`src/rtl/seg8_pkg.sv`:
```
// Shared opcode and state encodings for the segmented 8-bit core.
// Assumes the opcode field is 3 bits wide; all data widths live in the modules.
package seg8_pkg;

    typedef enum logic [2:0] {
        OP_JMP  = 3'd0,
        OP_MOVR = 3'd1,
        OP_MOVM = 3'd2,
        OP_ADD  = 3'd3,
        OP_XOR  = 3'd4,
        OP_CMP  = 3'd5,
        OP_JMPE = 3'd6,
        OP_HLT  = 3'd7
    } op_e;

    typedef enum logic [2:0] {
        ST_FETCH  = 3'd0,
        ST_DECODE = 3'd1,
        ST_EXEC   = 3'd2,
        ST_LOAD   = 3'd3,
        ST_STOP   = 3'd4
    } state_e;

endpackage

```
`src/rtl/seg8_regs.sv`:
```
// Register slots of the core: general registers plus two segment registers.
// One write port and two combinational read ports. An index outside the
// slot range reads as zero and never writes. Slot DS_IDX resets to DS_RESET.
module seg8_regs #(
    parameter int unsigned     DW       = 8,
    parameter int unsigned     NREG     = 6,
    parameter int unsigned     IW       = 4,
    parameter int unsigned     DS_IDX   = 5,
    parameter logic [DW-1:0]   DS_RESET = 8'h10
) (
    input  logic                clk,
    input  logic                rst_n,
    input  logic                we,
    input  logic [IW-1:0]       widx,
    input  logic [DW-1:0]       wdata,
    input  logic [IW-1:0]       ridx_a,
    input  logic [IW-1:0]       ridx_b,
    output logic [DW-1:0]       rdata_a,
    output logic [DW-1:0]       rdata_b,
    output logic [NREG*DW-1:0]  all_o
);

    for (genvar g = 0; g < NREG; g++) begin : g_slot
        localparam logic [DW-1:0] RST_VAL = (g == DS_IDX) ? DS_RESET : '0;
        logic [DW-1:0] q;
        // Hold one slot; load it when the write port addresses it.
        always_ff @(posedge clk) begin
            if (!rst_n)
                q <= RST_VAL;
            else if (we && widx == IW'(g))
                q <= wdata;
        end
        assign all_o[g*DW +: DW] = q;
    end

    // Select the two read operands from the packed slot vector.
    always_comb begin
        rdata_a = '0;
        rdata_b = '0;
        for (int i = 0; i < NREG; i++) begin
            if (ridx_a == IW'(i)) rdata_a = all_o[i*DW +: DW];
            if (ridx_b == IW'(i)) rdata_b = all_o[i*DW +: DW];
        end
    end

endmodule

```
`src/rtl/seg8_alu.sv`:
```
// Combinational data path: move, add, xor and the three-valued compare.
// Assumes unsigned operands; the result is only used for move/add/xor.
module seg8_alu
    import seg8_pkg::*;
#(
    parameter int unsigned DW = 8
) (
    input  op_e            op,
    input  logic [DW-1:0]  a,
    input  logic [DW-1:0]  b,
    output logic [DW-1:0]  res,
    output logic [DW-1:0]  cmp_flags
);

    // Pick the result for the operation; moves pass b through.
    always_comb begin
        unique case (op)
            OP_ADD:  res = a + b;
            OP_XOR:  res = a ^ b;
            default: res = b;
        endcase
    end

    // Encode equal as zero, lower as all ones, higher as one.
    always_comb begin
        if (a == b)
            cmp_flags = '0;
        else if (a < b)
            cmp_flags = '1;
        else
            cmp_flags = DW'(1);
    end

endmodule

```
`src/rtl/seg8_core.sv`:
```
// Top of the segmented 8-bit multi-cycle core. Sequences fetch, decode,
// execute and load states against a synchronous memory with one cycle of
// read latency. Addresses are segment*16 + offset, kept to AW bits.
// Assumes DW + SEG_SH >= AW so the shifted segment covers the memory.
module seg8_core
    import seg8_pkg::*;
#(
    parameter int unsigned   DW       = 8,
    parameter int unsigned   AW       = 12,
    parameter int unsigned   SEG_SH   = 4,
    parameter int unsigned   NREG     = 6,
    parameter int unsigned   CS_IDX   = 4,
    parameter int unsigned   DS_IDX   = 5,
    parameter logic [DW-1:0] DS_RESET = 8'h10
) (
    input  logic                clk,
    input  logic                rst_n,
    output logic [AW-1:0]       mem_addr,
    output logic [DW-1:0]       mem_wdata,
    output logic                mem_we,
    input  logic [DW-1:0]       mem_rdata,
    output logic                halted,
    output logic                fault,
    output logic [DW-1:0]       ip_out,
    output logic [DW-1:0]       flags_out,
    output logic [NREG*DW-1:0]  reg_state
);

    localparam int unsigned   IW   = 4;
    localparam int unsigned   SUMW = DW + SEG_SH;
    localparam logic [DW-1:0] LAST = DW'(NREG - 1);

    state_e        state;
    logic [DW-1:0] ir;
    logic [DW-1:0] ip;
    logic [DW-1:0] flags_q;
    logic          fault_q;

    op_e           op;
    logic          md;
    logic [IW-1:0] ra;
    op_e           dop;
    logic [DW-1:0] va, vb, alu_res, alu_flg;
    logic [DW-1:0] cs_val, ds_val;
    logic          op2_is_reg, bad_op2, taken;
    logic          reg_we;
    logic [IW-1:0] reg_widx;
    logic [DW-1:0] reg_wdata;

    assign op  = op_e'(ir[7:5]);
    assign md  = ir[4];
    assign ra  = ir[IW-1:0];
    assign dop = op_e'(mem_rdata[7:5]);

    assign cs_val = reg_state[CS_IDX*DW +: DW];
    assign ds_val = reg_state[DS_IDX*DW +: DW];

    seg8_regs #(
        .DW(DW), .NREG(NREG), .IW(IW), .DS_IDX(DS_IDX), .DS_RESET(DS_RESET)
    ) i_regs (
        .clk(clk), .rst_n(rst_n),
        .we(reg_we), .widx(reg_widx), .wdata(reg_wdata),
        .ridx_a(ra), .ridx_b(mem_rdata[IW-1:0]),
        .rdata_a(va), .rdata_b(vb),
        .all_o(reg_state)
    );

    seg8_alu #(.DW(DW)) i_alu (
        .op(op), .a(va), .b(md ? mem_rdata : vb),
        .res(alu_res), .cmp_flags(alu_flg)
    );

    // Form a physical address from a segment and an offset.
    function automatic logic [AW-1:0] phys(input logic [DW-1:0] seg,
                                           input logic [DW-1:0] off);
        logic [SUMW-1:0] s;
        s = {seg, {SEG_SH{1'b0}}} + SUMW'(off);
        return AW'(s);
    endfunction

    // Classify the second byte and the branch condition during execute.
    always_comb begin
        op2_is_reg = (op == OP_MOVM) ||
                     (!md && (op == OP_MOVR || op == OP_ADD ||
                              op == OP_XOR  || op == OP_CMP));
        bad_op2    = op2_is_reg && (mem_rdata > LAST);
        taken      = (op == OP_JMP) || (op == OP_JMPE && flags_q == '0);
    end

    // Drive the memory port: code fetch by default, data access for movm.
    always_comb begin
        mem_addr  = phys(cs_val, ip);
        mem_we    = 1'b0;
        mem_wdata = vb;
        if (state == ST_EXEC && op == OP_MOVM && !bad_op2) begin
            mem_addr = phys(ds_val, md ? va : vb);
            mem_we   = md;
        end
    end

    // Choose the register write for this cycle.
    always_comb begin
        reg_we    = 1'b0;
        reg_widx  = ra;
        reg_wdata = alu_res;
        if (state == ST_EXEC && !bad_op2) begin
            unique case (op)
                OP_MOVR, OP_ADD, OP_XOR: reg_we = 1'b1;
                OP_JMP, OP_JMPE: begin
                    reg_we    = md && taken;
                    reg_widx  = IW'(CS_IDX);
                    reg_wdata = mem_rdata;
                end
                default: reg_we = 1'b0;
            endcase
        end else if (state == ST_LOAD) begin
            reg_we    = 1'b1;
            reg_wdata = mem_rdata;
        end
    end

    // Sequence the states and update ip, flags and the fault flag.
    always_ff @(posedge clk) begin
        if (!rst_n) begin
            state   <= ST_FETCH;
            ir      <= '0;
            ip      <= '0;
            flags_q <= '0;
            fault_q <= 1'b0;
        end else begin
            unique case (state)
                ST_FETCH: begin
                    ip    <= ip + DW'(1);
                    state <= ST_DECODE;
                end
                ST_DECODE: begin
                    ir <= mem_rdata;
                    if (dop == OP_HLT) begin
                        state <= ST_STOP;
                    end else if (mem_rdata[IW-1:0] > LAST[IW-1:0]) begin
                        fault_q <= 1'b1;
                        state   <= ST_STOP;
                    end else begin
                        if (!((dop == OP_JMP || dop == OP_JMPE) && !mem_rdata[4]))
                            ip <= ip + DW'(1);
                        state <= ST_EXEC;
                    end
                end
                ST_EXEC: begin
                    if (bad_op2) begin
                        fault_q <= 1'b1;
                        state   <= ST_STOP;
                    end else begin
                        state <= ST_FETCH;
                        if (op == OP_CMP)
                            flags_q <= alu_flg;
                        if ((op == OP_JMP || op == OP_JMPE) && taken)
                            ip <= (md && ra == IW'(CS_IDX)) ? mem_rdata : va;
                        if (op == OP_MOVM && !md)
                            state <= ST_LOAD;
                    end
                end
                ST_LOAD: state <= ST_FETCH;
                default: state <= ST_STOP;
            endcase
        end
    end

    assign halted    = (state == ST_STOP);
    assign fault     = fault_q;
    assign ip_out    = ip;
    assign flags_out = flags_q;

    assert_halt_sticky_R11: assert property (@(posedge clk) disable iff (!rst_n)
        halted |=> halted);
    assert_no_store_halted_R11: assert property (@(posedge clk) disable iff (!rst_n)
        halted |-> !mem_we);
    assert_flags_legal_R7: assert property (@(posedge clk) disable iff (!rst_n)
        (flags_out == '0) || (flags_out == DW'(1)) || (flags_out == '1));
    assert_fault_halts_R12: assert property (@(posedge clk) disable iff (!rst_n)
        fault |-> halted);
    assert_ip_step_R4: assert property (@(posedge clk) disable iff (!rst_n)
        (state == ST_FETCH) |=> (ip == $past(ip) + DW'(1)));
    assert_flags_only_cmp_R7: assert property (@(posedge clk) disable iff (!rst_n)
        !(state == ST_EXEC && op == OP_CMP) |=> $stable(flags_out));

endmodule

```
`config.mk`:
```
export PLATFORM = sky130hd
export DESIGN_NAME = seg8_core
export DESIGN_NICKNAME = d
export VERILOG_FILES = /design/src/rtl/seg8_pkg.sv /design/src/rtl/seg8_regs.sv /design/src/rtl/seg8_alu.sv /design/src/rtl/seg8_core.sv
export SDC_FILE = /design/constraint.sdc
export NUM_CORES = 1
export LEC_CHECK = 0
export CAP_MARGIN = 15
export CORE_AREA = 10 10 129 131
export CTS_CLUSTER_SIZE = 20
export DETAILED_ROUTE_END_ITERATION = 12
export DIE_AREA = 0 0 139 141
export DONT_BUFFER_PORTS = 1
export SYNTH_ARGS = -nofsm -noshare
export SYNTH_HDL_FRONTEND = slang
export SYNTH_SLANG_ARGS = --single-unit
```
`constraint.sdc`:
```
create_clock -name clk -period 11.3 [get_ports clk]
set_clock_uncertainty 0.1 [all_clocks]
set_input_delay 1.695 -clock clk [delete_from_list [all_inputs] [get_ports clk]]
set_output_delay 1.695 -clock clk [all_outputs]
set_load 0.02 [all_outputs]
```
# Word-level counts from Yosys, hierarchy flattened
# Cells that the tools add are included.
# Widths: inputs -> output; s select.
[totals] out_inout_bits=87 input_bits=10 elab_cells=139 regBits=76
[op_classes] n_bitwise=2 n_eq_ne=35 n_reduce_logical=41 n_mux=43 n_lt_le_gt_ge=3 addsub=4
[op_table] cell="$mux 8" n=25
[op_table] cell="$add 12x8->12" n=2
[op_table] cell="$eq 4x2->1 const B" n=6
[op_table] cell="$eq 4x3->1 const B" n=6
[op_table] cell="$pmux 8 s3" n=1
[op_table] cell="$eq 3x3->1 const B" n=6
[op_table] cell="$logic_and 1x1->1" n=17
[op_table] cell="$pmux 8 s2" n=1
[op_table] cell="$eq 3x2->1 const B" n=4
[op_table] cell="$eq 4x1->1 const B" n=3
[op_table] cell="$logic_not 4->1" n=3
[op_table] cell="$mux 12" n=1
[op_table] cell="$ne 2x2->1 const B" n=6
[op_table] cell="$pmux 3 s4" n=1
[op_table] cell="$logic_not 3->1" n=3
[op_table] cell="$mux 3" n=3
[op_table] cell="$add 8x1->8 const B" n=1
[op_table] cell="$add 8x8->8" n=1
[op_table] cell="$eq 8x8->1" n=1
[op_table] cell="$gt 8x3->1 const B" n=1
[op_table] cell="$logic_not 8->1" n=1
[op_table] cell="$lt 8x8->1" n=1
[op_table] cell="$mux 4" n=2
[op_table] cell="$xor 8x8->8" n=1
[op_table] cell="other kinds (16)" n=31

# Longest topological paths before layout
[depth] depth_word=12 depth_mapped=16 depth_no_buf=13

# By module
# A second synthesis with hierarchy kept.
[hier_totals] hier_cells=778 area_unflattened_um2=6195.9
[modules_own_cells] mod="seg8_regs" n_inst=1 seq_area_each_um2=960.9 cells_each=341 area_per_inst_um2=2854.0
[modules_own_cells] mod="seg8_core" n_inst=1 seq_area_each_um2=560.5 cells_each=324 area_per_inst_um2=2534.9
[modules_own_cells] mod="seg8_alu" n_inst=1 seq_area_each_um2=0.0 cells_each=113 area_per_inst_um2=807.0

# Worst setup path before layout
# OpenSTA, ideal clock, no wires.
[synth_path] path_kind="input -> output" start="in mem_rdata[1]" end="out mem_addr[10]" n_path_buf=2 path_stages=14 t_arrival_ns=4.373 required_ns=9.505 slack_ns=5.132 path_cell_list="buf_6 or3b_1 buf_6 a21oi_1 o21ai_2 nor2_1 nor2_1 ha_1 fa_1 a21o_1 a21oi_1 nor2_1 xnor2_1 mux2i_1"
[synth_via] elab_chain_len=10 elab_cells_between_ends=19 classes_between="add/sub (1); order compare (1); eq/ne (5); mux (8); reduce/logical (4)"
[synth_lines] item="start, declared" line="seg8_core.sv:21" text="input logic [DW-1:0] mem_rdata,"
[synth_lines] item="$logic_not 4->1" line="seg8_regs.sv:42" text="if (ridx_b == IW'(i)) rdata_b = all_o[i*DW +: DW];"
[synth_lines] item="$mux 8 (5 in a row)" line="seg8_regs.sv:42"
[synth_lines] item="$mux 8 (*)" line="seg8_regs.sv:42"
[synth_lines] item="net mem_wdata[4]" line="seg8_core.sv:19" text="output logic [DW-1:0] mem_wdata,"
[synth_lines] item="$mux 8 (*)" line="seg8_core.sv:96" text="mem_addr = phys(ds_val, md ? va : vb);"
[synth_lines] item="$add 12x8->12 (*)" line="seg8_core.sv:77" text="s = {seg, {SEG_SH{1'b0}}} + SUMW'(off);"
[synth_lines] item="$mux 12 (*)" line="seg8_core.sv:95" text="if (state == ST_EXEC && op == OP_MOVM && !bad_op2) begin"
[synth_lines] item="end, declared" line="seg8_core.sv:18" text="output logic [AW-1:0] mem_addr,"
# The timed path passes the listed nets; every way through them passes the cells marked *.

# Final worst setup path
[layout_path] start="in mem_rdata[0]" end="out mem_addr[10]"
# The elaborated chain is that of the path after synthesis.

==> metrics.cfg <==
[timing]
tightestPinTransition_ps=947
max_freq_ghz=0.156
period_needed_ps=6430
finalSetupViolations=0
fin_crit_sh=0.569
relSlewSlack=0.364
final-hold-violation-count=0
slew_violations=0
tns_ps=0
rsz0062_at_grt=no

[yosys]
synth.distinct_cells=87
synth_area_mm2=0.00581
yosysSeqAreaShare=0.241
async_reset_ff_frac=0
ys.flop_type=dfxtp_1
synth-seq-cells=70
synth_area_leaders=dfxtp_1, mux2i_1, nand2_1
synth_edf_count=0
yosys.area.top_type_share=0.241
yosysTopAreaCell=dfxtp_1
postSynthNetCount=764
synthCells=727
avgSynthCellArea_um2=7.99
ys_warn_count=0

[clock_network]
cts_made_buffers=9
cts.hold.buffers_added=0
post_cts_buffers=0
clockBufferDepth=2
path_clk_slew_ps=60
cts_root_buffer=clkbuf_16
htree_levels=3
cts.repair.resized=0
clock_sinks=70
clock_latency_ps=360
cts_tree=built

[setup_path]
crit_buf_inv=0
rrSetupSlack_ps=6260
startpoint_type=input port
crit_family=simple AND/OR/NAND/NOR gates
arrival_ps=4630
end_kind=primary output
path_common_cell=nor2_1
worstSetupPathType=input port to primary output
path_cells=nor4_2 -> nand2_1 -> a221o_1 -> nand2_1 -> nor2_1 -> nor2_1 -> ha_1 -> a21o_1 -> a21oi_1 -> nor2_1 -> xnor2_1 -> mux2i_1
slowest_stage=nor4_2
worst_ep_required_time_ps=9510
slowest_delay_ps=460
cp_max_fo=24

[place]
dp_hpwl_um=16400
gp_congestion=0.991
placed_cells=865
port_buffers=0

[finish]
area_growth_pct=5.71
stdcell_count=882
final_cell_mix=nand2_1, dfxtp_1, nor2_1, a21oi_1, mux2i_1
antennaDiodeCount=0
fin_nets=730
final_common_cell=nand2_1
drive_gt1_frac=0.0917

[floorplan]
die-height_um=141
dieArea_mm2=0.0196
boundaryPins=97
initial_core_util=0.409
fp.dieW_um=139
fp.coreArea_mm2=0.0142
row_count=44

[global_routing]
antenna_found_initial=0
grt_pass1_vias=5339
grt-ovfl-total=0
grtUsageTotal=0.211
grt_pass1_wl_um=32700
grt_max_degree=49

[run_status]
status=complete, no violations

[detailed_routing]
via_count=5533
ant_nets=0
routed_wl_um=21400
viasPerCell=6.27
first_iter_violations=675
drc=0
wl_per_cell_um=24.2
dr.pass1.iters=7

[power_and_ir_drop]
leakagePower_nw=2.50
ir_worst_vdd_v=0.000124
power.density_mw_per_mm2=116

[hold_path]
min_path_type=flip-flop to flip-flop

[run]
cap_violations=0

where the power goes:
group          total, W  switching, W  leakage, nW  internal (W)
Sequential     0.000275     0.0000215        0.566      0.000253
Clock          0.000297      0.000119        0.149      0.000178
Combinational  0.000141     0.0000921         1.78     0.0000488
kinds of logic after synthesis:
kind of cell / Yosys count / share of synthesized area
AND/OR/NAND/NOR: 264 / 0.233
AO/OA/AOI/OAI: 202 / 0.247
buffers and inverters: 81 / 0.0653
flip-flops: 70 / 0.241
multiplexers: 69 / 0.130
adder cells (fa/ha/maj): 27 / 0.0621
XOR/XNOR: 14 / 0.0211
per-stage QoR:
stage / instance area (um2) / setup slack [ps] / utilization / hold slack (ps) / total power, W
after floorplan: 5810 / 5130 / - / 449 / 0.000387
after global placement: 5810 / 4910 / 0.409 / 389 / 0.000415
after detailed placement: 5810 / 4870 / 0.409 / 390 / 0.000417
after CTS: 6120 / 4870 / 0.431 / 398 / 0.000713
after global routing: 6140 / 4700 / 0.432 / 441 / 0.000741
final: 6140 / 4870 / 0.432 / 395 / 0.000713
worst paths after layout:
| kind | startpoint | to | depth (start not counted) |
|---|---|---|---|
| max | mem_rdata[0] | mem_addr[10] | 12 |
| min reg2reg | flags_out[6] | flags_out[6] | 2 |
| max reg2reg | ir[0] | i_regs.g_slot[4].q[6] | 11 |
| min | flags_out[6] | flags_out[6] | 2 |
per-layer routing:
layer | vias up | wire [um] | global-route usage
li1 | 2578 | - | -
met1 | 2634 | 8660 | 0.255
met2 | 278 | 9830 | 0.330
met3 | 43 | 2230 | 0.0776
met4 | 0 | 657 | 0.0901
met5 | - | 0 | 0
synthesized netlist by cell type, drive strengths merged, types with 4 or more instances:
| cell type | count |
|---|---|
| nand2 | 97 |
| dfxtp | 70 |
| nor2 | 65 |
| a21oi | 61 |
| mux2i | 54 |
| o21ai | 33 |
| buf | 30 |
| inv | 28 |
| ha | 24 |
| clkbuf | 23 |
| a211oi | 16 |
| nor3 | 16 |
| a21o | 14 |
| nand2b | 12 |
| mux2 | 11 |
| nand3 | 11 |
| nor2b | 9 |
| xnor2 | 9 |
| and2 | 8 |
| nor3b | 8 |
| a31oi | 7 |
| o21a | 7 |
| nand3b | 6 |
| o21bai | 6 |
| nor4 | 5 |
| xor2 | 5 |
| and3 | 4 |
| mux4 | 4 |
| o2111ai | 4 |
| o31ai | 4 |
layout make-up:
type / instances / area [um2]
Fill cell: 1412 / 8070
Multi-Input combinational cell: 576 / 4030
Sequential cell: 70 / 1400
Clock buffer: 10 / 239
Tap cell: 184 / 230
Inverter: 28 / 105
Clock inverter: 6 / 68.8
Timing Repair Buffer: 8 / 67.6
sequential cells by signal (all words and copies together) (netlist names):
signal and cells:
fault 1, state 3, i_regs.g_slot.q 48, flags_out 2
ir 8, ip_out 8
worst min-delay path, delay by kind of cell (launching register included):
family	cells	cell delay (ps)
AOI/OAI and AO/OA	1	60
DFF	1	330
and+or+nand+nor	1	60
(Power assumes the default switching activity.)
